<file path="src/rtl/lbr_pkg.sv">
package lbr_pkg;

  typedef enum logic [1:0] {
    REJ_NONE   = 2'd0,
    REJ_POSTED = 2'd1,
    REJ_PEER   = 2'd2,
    REJ_TARGET = 2'd3
  } lbr_rej_e;

  typedef enum logic [1:0] {
    RT_BYPASS = 2'd0,
    RT_BRIDGE = 2'd1,
    RT_DROP   = 2'd2
  } lbr_route_e;

endpackage

</file>
<file path="src/rtl/lbr_classifier.sv">
module lbr_classifier
  import lbr_pkg::*;
#(
  parameter int TGT_W     = 3,
  parameter int NUM_TGT   = 6,
  parameter int BRIDGE_ID = 5
) (
  input  logic [TGT_W-1:0] tgt,
  input  logic             src_peer,
  input  logic             posted,
  output lbr_route_e       route,
  output lbr_rej_e         reason
);

  localparam logic [TGT_W-1:0] BridgeTgt = TGT_W'(BRIDGE_ID);

  always_comb begin
    route  = RT_BYPASS;
    reason = REJ_NONE;
    if (int'(tgt) >= NUM_TGT) begin
      route  = RT_DROP;
      reason = REJ_TARGET;
    end else if (tgt == BridgeTgt) begin
      if (src_peer) begin
        route  = RT_DROP;
        reason = REJ_PEER;
      end else if (posted) begin
        route  = RT_DROP;
        reason = REJ_POSTED;
      end else begin
        route  = RT_BRIDGE;
      end
    end
  end

endmodule

</file>
<file path="src/rtl/lbr_fifo.sv">
module lbr_fifo #(
  parameter int W     = 8,
  parameter int DEPTH = 4
) (
  input  logic         clk,
  input  logic         rst_n,
  input  logic         push,
  input  logic [W-1:0] push_data,
  output logic         full,
  input  logic         pop,
  output logic         out_valid,
  output logic [W-1:0] out_data
);

  localparam int PW = (DEPTH > 1) ? $clog2(DEPTH) : 1;
  localparam int CW = $clog2(DEPTH + 1);
  localparam logic [PW-1:0] LastPtr = PW'(DEPTH - 1);
  localparam logic [CW-1:0] FullCnt = CW'(DEPTH);

  logic [W-1:0]  mem [DEPTH];
  logic [PW-1:0] wr_q, wr_d, rd_q, rd_d;
  logic [CW-1:0] cnt_q, cnt_d;
  logic          do_push, do_pop;

  assign full      = (cnt_q == FullCnt);
  assign out_valid = (cnt_q != '0);
  assign out_data  = mem[rd_q];
  assign do_push   = push && !full;
  assign do_pop    = pop && out_valid;

  always_comb begin
    wr_d  = wr_q;
    rd_d  = rd_q;
    cnt_d = cnt_q;
    if (do_push) wr_d = (wr_q == LastPtr) ? '0 : wr_q + 1'b1;
    if (do_pop)  rd_d = (rd_q == LastPtr) ? '0 : rd_q + 1'b1;
    if (do_push && !do_pop) cnt_d = cnt_q + 1'b1;
    else if (do_pop && !do_push) cnt_d = cnt_q - 1'b1;
  end

  always_ff @(posedge clk or negedge rst_n) begin
    if (!rst_n) begin
      wr_q  <= '0;
      rd_q  <= '0;
      cnt_q <= '0;
    end else begin
      wr_q  <= wr_d;
      rd_q  <= rd_d;
      cnt_q <= cnt_d;
    end
  end

  always_ff @(posedge clk) begin
    if (do_push) mem[wr_q] <= push_data;
  end

  AST_FIFO_HEAD_HOLD: assert property (@(posedge clk) disable iff (!rst_n)
    (out_valid && !pop) |=> (out_valid && $stable(out_data)));

endmodule

</file>
<file path="src/rtl/lbr_cpl_tracker.sv">
module lbr_cpl_tracker #(
  parameter int TAG_W = 4,
  parameter int SLOTS = 1
) (
  input  logic             clk,
  input  logic             rst_n,
  input  logic             alloc,
  input  logic [TAG_W-1:0] alloc_tag,
  input  logic             cpl_valid,
  input  logic [TAG_W-1:0] cpl_tag,
  output logic             has_slot,
  output logic             cpl_err
);

  logic [SLOTS-1:0] vld_q, vld_d, hit, free_sel, alloc_sel;
  logic [TAG_W-1:0] tag_q [SLOTS];

  for (genvar i = 0; i < SLOTS; i++) begin : g_hit
    assign hit[i] = vld_q[i] && (tag_q[i] == cpl_tag);
  end

  always_comb begin
    logic got_free, got_alloc;
    got_free  = 1'b0;
    got_alloc = 1'b0;
    free_sel  = '0;
    alloc_sel = '0;
    for (int i = 0; i < SLOTS; i++) begin
      if (cpl_valid && hit[i] && !got_free) begin
        free_sel[i] = 1'b1;
        got_free    = 1'b1;
      end
      if (!vld_q[i] && !got_alloc) begin
        alloc_sel[i] = 1'b1;
        got_alloc    = 1'b1;
      end
    end
  end

  assign has_slot = !(&vld_q);
  assign cpl_err  = cpl_valid && !(|hit);

  always_comb begin
    vld_d = vld_q & ~free_sel;
    if (alloc) vld_d = vld_d | alloc_sel;
  end

  always_ff @(posedge clk or negedge rst_n) begin
    if (!rst_n) vld_q <= '0;
    else        vld_q <= vld_d;
  end

  always_ff @(posedge clk) begin
    for (int i = 0; i < SLOTS; i++) begin
      if (alloc && alloc_sel[i]) tag_q[i] <= alloc_tag;
    end
  end

  AST_ALLOC_HAS_SLOT: assert property (@(posedge clk) disable iff (!rst_n)
    alloc |-> has_slot);

  AST_CPL_ERR_NO_FREE: assert property (@(posedge clk) disable iff (!rst_n)
    (cpl_err && !alloc) |=> (vld_q == $past(vld_q)));

  AST_CPL_HIT_FREES: assert property (@(posedge clk) disable iff (!rst_n)
    (cpl_valid && !cpl_err && !alloc) |=> ($countones(vld_q) + 1 == $countones($past(vld_q))));

endmodule

</file>
<file path="src/rtl/lbr_isolation_queue.sv">
module lbr_isolation_queue
  import lbr_pkg::*;
#(
  parameter int TAG_W     = 4,
  parameter int TGT_W     = 3,
  parameter int NUM_TGT   = 6,
  parameter int BRIDGE_ID = 5,
  parameter int BYP_DEPTH = 4,
  parameter int BR_DEPTH  = 1,
  parameter int MAX_OUT   = 1
) (
  input  logic             clk,
  input  logic             rst_n,
  input  logic             in_valid,
  output logic             in_ready,
  input  logic             in_src_peer,
  input  logic [TGT_W-1:0] in_tgt,
  input  logic             in_posted,
  input  logic [TAG_W-1:0] in_tag,
  output logic             byp_valid,
  input  logic             byp_ready,
  output logic             byp_src_peer,
  output logic [TGT_W-1:0] byp_tgt,
  output logic             byp_posted,
  output logic [TAG_W-1:0] byp_tag,
  output logic             br_valid,
  input  logic             br_ready,
  output logic [TAG_W-1:0] br_tag,
  input  logic             cpl_valid,
  input  logic [TAG_W-1:0] cpl_tag,
  output logic             cpl_err,
  output logic             rej_valid,
  output logic [TAG_W-1:0] rej_tag,
  output logic [1:0]       rej_code
);

  localparam int BYP_W = 2 + TGT_W + TAG_W;
  localparam logic [TGT_W-1:0] BridgeTgt = TGT_W'(BRIDGE_ID);

  lbr_route_e       route;
  lbr_rej_e         reason;
  logic             byp_full, br_full, tr_has_slot, br_can;
  logic             byp_push, br_push;
  logic [BYP_W-1:0] byp_wdata, byp_rdata;

  lbr_classifier #(
    .TGT_W(TGT_W), .NUM_TGT(NUM_TGT), .BRIDGE_ID(BRIDGE_ID)
  ) u_cls (
    .tgt(in_tgt), .src_peer(in_src_peer), .posted(in_posted),
    .route(route), .reason(reason)
  );

  assign br_can = tr_has_slot && !br_full;

  always_comb begin
    unique case (route)
      RT_DROP:   in_ready = 1'b1;
      RT_BRIDGE: in_ready = br_can;
      default:   in_ready = !byp_full;
    endcase
  end

  assign byp_push  = in_valid && in_ready && (route == RT_BYPASS);
  assign br_push   = in_valid && in_ready && (route == RT_BRIDGE);
  assign rej_valid = in_valid && (route == RT_DROP);
  assign rej_tag   = in_tag;
  assign rej_code  = rej_valid ? reason : REJ_NONE;
  assign byp_wdata = {in_src_peer, in_posted, in_tgt, in_tag};

  lbr_fifo #(.W(BYP_W), .DEPTH(BYP_DEPTH)) u_byp_q (
    .clk(clk), .rst_n(rst_n),
    .push(byp_push), .push_data(byp_wdata), .full(byp_full),
    .pop(byp_ready), .out_valid(byp_valid), .out_data(byp_rdata)
  );

  assign {byp_src_peer, byp_posted, byp_tgt, byp_tag} = byp_rdata;

  lbr_fifo #(.W(TAG_W), .DEPTH(BR_DEPTH)) u_br_q (
    .clk(clk), .rst_n(rst_n),
    .push(br_push), .push_data(in_tag), .full(br_full),
    .pop(br_ready), .out_valid(br_valid), .out_data(br_tag)
  );

  lbr_cpl_tracker #(.TAG_W(TAG_W), .SLOTS(MAX_OUT)) u_trk (
    .clk(clk), .rst_n(rst_n),
    .alloc(br_push), .alloc_tag(in_tag),
    .cpl_valid(cpl_valid), .cpl_tag(cpl_tag),
    .has_slot(tr_has_slot), .cpl_err(cpl_err)
  );

  AST_REJ_CONSUMED: assert property (@(posedge clk) disable iff (!rst_n)
    rej_valid |-> (in_ready && !byp_push && !br_push));

  AST_BR_ONLY_HOST_NP: assert property (@(posedge clk) disable iff (!rst_n)
    br_push |-> (!in_posted && !in_src_peer && in_tgt == BridgeTgt));

  AST_BYP_NEVER_BRIDGE: assert property (@(posedge clk) disable iff (!rst_n)
    byp_push |-> (in_tgt != BridgeTgt && int'(in_tgt) < NUM_TGT));

  AST_BYP_READY_FREE: assert property (@(posedge clk) disable iff (!rst_n)
    (in_valid && route == RT_BYPASS && !byp_full) |-> in_ready);

endmodule

</file>
<file path="config.mk">
export PLATFORM = sky130hd
export DESIGN_NAME = lbr_isolation_queue
export DESIGN_NICKNAME = d
export VERILOG_FILES = /design/src/rtl/lbr_pkg.sv /design/src/rtl/lbr_classifier.sv /design/src/rtl/lbr_fifo.sv /design/src/rtl/lbr_cpl_tracker.sv /design/src/rtl/lbr_isolation_queue.sv
export SDC_FILE = /design/constraint.sdc
export NUM_CORES = 1
export LEC_CHECK = 0
export ABC_CLOCK_PERIOD_IN_PS = 4800
export CORE_UTILIZATION = 48
export DETAILED_ROUTE_END_ITERATION = 10
export PLACE_DENSITY = 0.77
export SYNTH_ARGS = -nofsm -noshare
export SYNTH_HDL_FRONTEND = slang
export SYNTH_SLANG_ARGS = --single-unit
export TNS_END_PERCENT = 20
</file>
<file path="constraint.sdc">
create_clock -name clk -period 4.8 [get_ports clk]
set_input_delay 0.72 -clock clk [delete_from_list [all_inputs] [get_ports clk]]
set_output_delay 0.72 -clock clk [all_outputs]
set_load 0.01 [all_outputs]
</file>
==> metrics.md, run 1 <==
| Metric | Value |
|---|---|
| Status | finished with violations |
| Violated checks | DRC |
| Most frequent cell after synthesis | edfxtp_1 |
| IO Pins | 43 |
| R2R Setup Slk | 2.50 ns |
| DRT iter0 DRCs | 55 |
| Placed Instances | 220 |
| Minimum clock period after layout | 3.80 ns |
| Synth cell types | 36 |
| Final setup fails | 0 |
| Reg area | 0.00155 mm2 |
| Flop pwr share | 47.8% |
| CP max FO | 7 |
| Slowest CP cell | clkdlybuf4s50_1 |
| Post-route DRC violation count | 3 |
| Combinational power share | 29.8% |
| PostCTS Resize Cnt | 0 |
| Syn Area/Cell | 17.3 um2 |
| DRT Pass-1 Iters | 8 |
| Dpl cell area | 0.00274 mm2 |
| CTS sink cnt | 53 |
| Fin nets | 204 |
| Clk slew on worst S/H paths | 0.09 ns |
| Routability cong. | 0.800 |
| Hold_ws | 0.550 ns |
| Ranking of synthesized cells by area | edfxtp_1 58%, dfrtp_1 9.8%, mux4_2 8.9% |
| Setup TNS Final | 0 ns |
| Post-synth top cells | 44 x edfxtp_1, 9 x dfrtp_1, 9 x ha_1, 9 x mux4_2, 8 x nor2_1 |
| Sw Pwr | 375 uW |
| Yosys top cell area share | 57.7% |
| CP endpoint kind | primary output |
| Layout cells sized above 1 | 16.5% |
| Internal power | 988 uW |
| Synth Flop Type | edfxtp_1 |
| Clk pwr share | 22.4% |
| Vias/cell | 5.34 |
| RSZ-0062 raised after global routing | no |
| Synth Cell Area | 0.00229 mm2 |
| Syn-to-layout area delta | 24.6% |
| Pin count of the biggest net entering global routing | 16 |
| Seq/Total Area, Yosys | 67.6% |
| Cells along the critical path | clkdlybuf4s50_1 > o21a_1 > o21ai_0 > ha_1 > nor4b_1 > nor2_1 > clkdlybuf4s50_1 |
| EDFF count, synth | 44 |
| Core Region | 0.00447 mm2 |
| Maximum clock path buffer count | 2 |
| Yosys warning total | 0 |
| Die W | 71.0 um |
| Worst r2r dst | u_byp_q.cnt_q[2] |
| CTS tree | done |
| Final Power | 1.36 mW |
| Final wirelength | 4.09 mm |
| Rows | 24 |
| Synthesized Nets | 161 |
| Fin area | 0.00285 mm2 |
| Vias in the first global route | 1,328 |
| Antenna violations before repair | 0 |
| Synth Instances | 132 |
| Hold Crit Start | u_br_q.full |
| Die height | 71.0 um |
| CP bufs+invs | 2 |
| CP top delay family | buffers and inverters |
| Antenna viol nets, final | 0 |
| Slew of the pin with the lowest slew margin | 0.756 ns |
| Sw Share | 27.5% |
| Root Driver | clkbuf_8 |
| Top cell by count, worst path | clkdlybuf4s50_1 |
| Slew Limit Headroom | 49.2% |
| Global-route wire length before repair | 6.53 mm |
| ANT cells | 0 |
| CP arrival | 3.08 ns |
| Worst Skew | 0.00366 ns |
| Cell Count, Final, Fillers Out | 228 |
| PD cells | 478 mW/mm2 |
| Fin. max-slew vios | 0 |
| Ys async rst share | 17.0% |
| Max_cap viols | 0 |
| Startpoint Class | primary input |
| Clk_lat worst skew | 0.30 ns |
| GRT Overall Usage | 17.7% |
| Initial Util | 51.1% |
| GRT overflow | 0 |
| Fillers | 314 |
| Worst Hold End | u_br_q.full |
| Tcrit/Tclk final | 79.2% |
| Number of port buffers | 42 |
| Post-CTS setup buffers | 0 |
| R2R Path Start | u_trk.vld_q |
| Max incr delay on CP | 0.53 ns |
| DR vias | 1,217 |
| DP HPWL | 2.93 mm |
| Hold Path Class | reg2reg |
| Wirelength per Cell | 17.9 um |
| Synthesis-stage register bit count | 53 |
| FMAX | 263 MHz |
| Peak supply drop | 0.288 mV |
| Multi-input gate area | 684 um2 |
| Area leader, netlist | edfxtp_1 |
| Cells on worst reg2reg path | 9 |
| Leak | 1.03 nW |
| Final Hold Fails | 0 |
| Die footprint | 0.00505 mm2 |
| Kind of critical path | in2out |
| Total CTS buffers | 5 |
| WHS Path Cells | 1 |
| Hold buffers post-CTS | 0 |
| Critical Path RT | 4.08 ns |
| H-tree Lvls | 2 |
[power groups by stage]
stage | clock (mW) | sequential, mW | combinational [mW]
after floorplan | 0 | 0.613 | 0.279
after global placement | 0 | 0.660 | 0.392
after detailed placement | 0 | 0.664 | 0.410
after CTS | 0.313 | 0.654 | 0.411
after global routing | 0.329 | 0.663 | 0.438
final | 0.305 | 0.652 | 0.406
[worst register-to-register path, cell delays in order, from the launching register on]
cell and delay (ns):
dfrtp_1 0.43, nor2_2 0.15, a21oi_2 0.10, a211oi_4 0.39, ha_1 0.28, inv_1 0.07, fa_1 0.38, xor2_1 0.17
nor2_1 0.11, xor2_1 0.15
[per-layer routing]
| metal | part of all wire [%] | vias to the layer above | GRT usage (%) | wire, um |
|---|---|---|---|---|
| li1 | - | 575 | - | - |
| met1 | 40 | 607 | 21.4 | 1650 |
| met2 | 55 | 29 | 30.9 | 2250 |
| met3 | 3.7 | 6 | 4.84 | 150 |
| met4 | 0.88 | 0 | 6.00 | 36 |
| met5 | 0 | - | 0 | 0 |
[metrics by stage]
stage | utilization (%) | setup slack (ns)
final | 63.7 | 0.996
after CTS | 63.7 | 0.974
after floorplan | - | 1.79
after global routing | 63.7 | 0.846
after detailed placement | 61.1 | 0.887
after global placement | 61.1 | 1.08
[layout make-up]
| cell class | count | area share [%] |
|---|---|---|
| Multi-Input combinational cell | 68 | 24.0 |
| Sequential cell | 53 | 54.2 |
| Tap cell | 52 | 2.28 |
| Clock inverter | 1 | 1.05 |
| Timing Repair Buffer | 42 | 14.7 |
| Inverter | 5 | 0.658 |
| Clock buffer | 7 | 3.03 |
[registers in the layout (all words and copies together), names as in the netlist]
name	count
u_byp_q.cnt_q	3
u_br_q.full	1
u_byp_q.mem	36
u_trk.tag_q	4
u_byp_q.wr_q	2
u_byp_q.rd_q	2
u_br_q.mem	4
u_trk.vld_q	1
[worst max-delay path by stage]
stage              start          endpoint  slack [ns]  depth (start not counted)
4_1_cts        in_posted          in_ready        0.97                          7
3_5_place_dp   in_posted  u_byp_q.cnt_q[2]        0.89                         13
2_1_floorplan  in_posted  u_byp_q.cnt_q[2]        1.79                         12
3_3_place_gp   in_posted  u_byp_q.cnt_q[2]        1.08                         13
5_1_grt        in_posted          in_ready        0.85                          7
6_report       in_posted          in_ready         1.0                          7
[cell usage in the layout (no fill, tap or decap), drive strengths merged, types with 2 or more instances in the layout]
| cell | instances |
|---|---|
| a21o | 2 |
| a21oi | 3 |
| and2 | 5 |
| clkbuf | 7 |
| clkdlybuf4s50 | 42 |
| dfrtp | 9 |
| edfxtp | 44 |
| ha | 9 |
| inv | 5 |
| mux2 | 4 |
| mux4 | 9 |
| nand2 | 4 |
| nor2 | 9 |
| nor3 | 2 |
| xor2 | 6 |
[logic make-up after synthesis]
logic type,Yosys count,synth area share [%]
buffers and inverters,11,2.51
AOI/OAI and AO/OA,9,3.28
DFF,53,67.6
adders and majority gates,10,5.80
muxes,14,11.6
and+or+nand+nor,28,6.56
xor gates and xnor gates,7,2.68
Note: power is estimated with default switching activity, not from simulation.
==> inputs of run 2 (changes only) <==
- ABC_CLOCK_PERIOD_IN_PS: 4800 -> 3500
- clock period: 4.8 -> 3.5 ns (I/O delays scaled with it)
==> run 2 against run 1 <==
The run still ends with DRC left. Critical path type unchanged. Largest cell class unchanged. Die area did not move. Combinational power rose by 37%. Wire length fell by 1.5%. Core utilization rose by 0.48 points. Sequential cell count did not move. Sequential power rose by 38%. Critical endpoint unchanged. Sequential share of layout area fell by 0.40 points.
==> metrics.md, run 2 (synthesis gave the netlist of run 1 again) <==
| Metric | Value |
|---|---|
| Clk slew on worst S/H paths | 0.09 ns |
| Worst r2r dst | u_byp_q.cnt_q[2] |
| Final setup fails | 0 |
| DP HPWL | 2.94 mm |
| Vias in the first global route | 1,354 |
| Slew of the pin with the lowest slew margin | 0.723 ns |
| Tcrit/Tclk final | 92.0% |
| Met3 wire len | 174 um |
| ANT cells | 0 |
| Maximum clock path buffer count | 2 |
| Global-route wire length before repair | 6.64 mm |
| CTS sink cnt | 53 |
| CTS tree | done |
| GRT overflow | 0 |
| FMAX | 311 MHz |
| Crit path from | in_tgt[0] |
| Fin nets | 206 |
| R2R Setup Slk | 1.27 ns |
| Biggest register | u_byp_q.mem |
| Total CTS buffers | 5 |
| Root Driver | clkbuf_8 |
| Worst Skew | 0.00492 ns |
| CP max FO | 7 |
| CP endpoint kind | primary output |
| Pin count of the biggest net entering global routing | 16 |
| Vias/cell | 5.37 |
| Cells on worst reg2reg path | 8 |
| DRT Pass-1 Iters | 7 |
| R2R Path Start | u_byp_q.cnt_q[0] |
| Post-CTS setup buffers | 0 |
| Hold Path Class | in2async |
| Clk_lat worst skew | 0.30 ns |
| Antenna violations before repair | 0 |
| Setup TNS Final | 0 ns |
| CP arrival | 2.69 ns |
| Critical Path RT | 2.97 ns |
| Dpl ws | 0.0214 ns |
| Top Registers | u_byp_q.mem: 36 flops, u_br_q.mem: 4 flops, u_trk.tag_q: 4 flops |
| Wirelength per Cell | 17.5 um |
| Fillers | 304 |
| WL met1 | 1.68 mm |
| Number of port buffers | 42 |
| Startpoint Class | primary input |
| Minimum clock period after layout | 3.22 ns |
| Leak | 1.04 nW |
| Final worst slack | 0.280 ns |
| Peak supply drop | 0.322 mV |
| Violated checks | DRC |
| Max_cap viols | 0 |
| Die W | 71.0 um |
| IO Pins | 43 |
| Die footprint | 0.00505 mm2 |
| DR vias | 1,235 |
| Commonest non-fill, non-tap cell in the layout | edfxtp_1 |
| Final wirelength | 4.03 mm |
| Syn-to-layout area delta | 25.5% |
| Fin. max-slew vios | 0 |
| DRT iter0 DRCs | 57 |
| RSZ-0062 raised after global routing | no |
| Status | finished with violations |
| Max reg flops | 36 |
| Initial Util | 51.1% |
| Kind of critical path | in2out |
| PD cells | 651 mW/mm2 |
| Slew Limit Headroom | 51.5% |
| Routability cong. | 0.721 |
| DR WL met2 | 2.17 mm |
| Rows | 24 |
| Most frequent cells in the layout | 44 x edfxtp_1, 42 x clkdlybuf4s50_1, 9 x mux4_2, 9 x ha_1, 9 x dfrtp_1 |
| Top sig layer | met4 |
| Antenna viol nets, final | 0 |
| Layout cells sized above 1 | 18.0% |
| Post-route DRC violation count | 3 |
| Hold buffers post-CTS | 0 |
| Die height | 71.0 um |
| GRT Overall Usage | 18.1% |
| Core Region | 0.00447 mm2 |
| Final Hold Fails | 0 |
| H-tree Lvls | 2 |
[run 2: cell types whose count changed in the layout (fill, tap and decap cells not counted), sizes merged]
cell  change
buf       +2
[run 2: worst max-delay path by stage]
| stage | to | slack (ns) | cells past startpoint |
|---|---|---|---|
| global route | in_ready | 0.08 | 8 |
| CTS | in_ready | 0.16 | 7 |
| global placement | u_byp_q.cnt_q[2] | 0.19 | 13 |
| floorplan | u_byp_q.cnt_q[2] | 0.69 | 12 |
| finish | in_ready | 0.28 | 7 |
| detailed placement | u_byp_q.cnt_q[2] | 0.02 | 13 |
[run 2: metrics by stage]
stage               instances  power (mW)  hold WS (ns)  util (%)  area (um2)
detailed placement        222        1.47         0.550      61.5        2750
global route              230        1.98         0.548      64.2        2870
global placement          222        1.44         0.529      61.5        2750
finish                    230        1.87         0.530      64.2        2870
CTS                       230        1.89         0.537      64.1        2870
floorplan                 132        1.22         0.229         -        2290
[run 2: critical path, stage by stage]
cell and delay [ns]:
clkdlybuf4s50_1 0.60, nor2b_1 0.21, nand3_1 0.15, ha_1 0.36
nor4b_2 0.29, nor2_1 0.09, clkdlybuf4s50_1 0.48
[run 2: area by class of cell]
type                            count  area (um2)  area share [%]
Clock buffer                        7        86.3            3.01
Inverter                            5        18.8           0.653
Sequential cell                    53        1550            53.8
Timing Repair Buffer               44         435            15.2
Tap cell                           52        65.1            2.26
Multi-Input combinational cell     68         691            24.0
Clock inverter                      1        30.0            1.05
[run 2: repair_timing]
item / in CTS / in global routing
endpoints found under the hold margin: 0 / 0
gates resized for setup: 0 / 2
setup endpoints to repair: 0 / 1
[run 2: where the power goes]
part,internal [mW],switching (mW),leakage [nW]
clock network,0.233,0.181,0.0585
logic,0.348,0.210,0.474
registers,0.778,0.123,0.508
total,1.36,0.513,1.04
[run 2: routing by layer]
layer | track usage (%) | vias up
met2 | 32.5 | 30
li1 | - | 579
met1 | 21.9 | 624
met5 | 0 | -
met4 | 4.00 | 0
met3 | 4.84 | 2
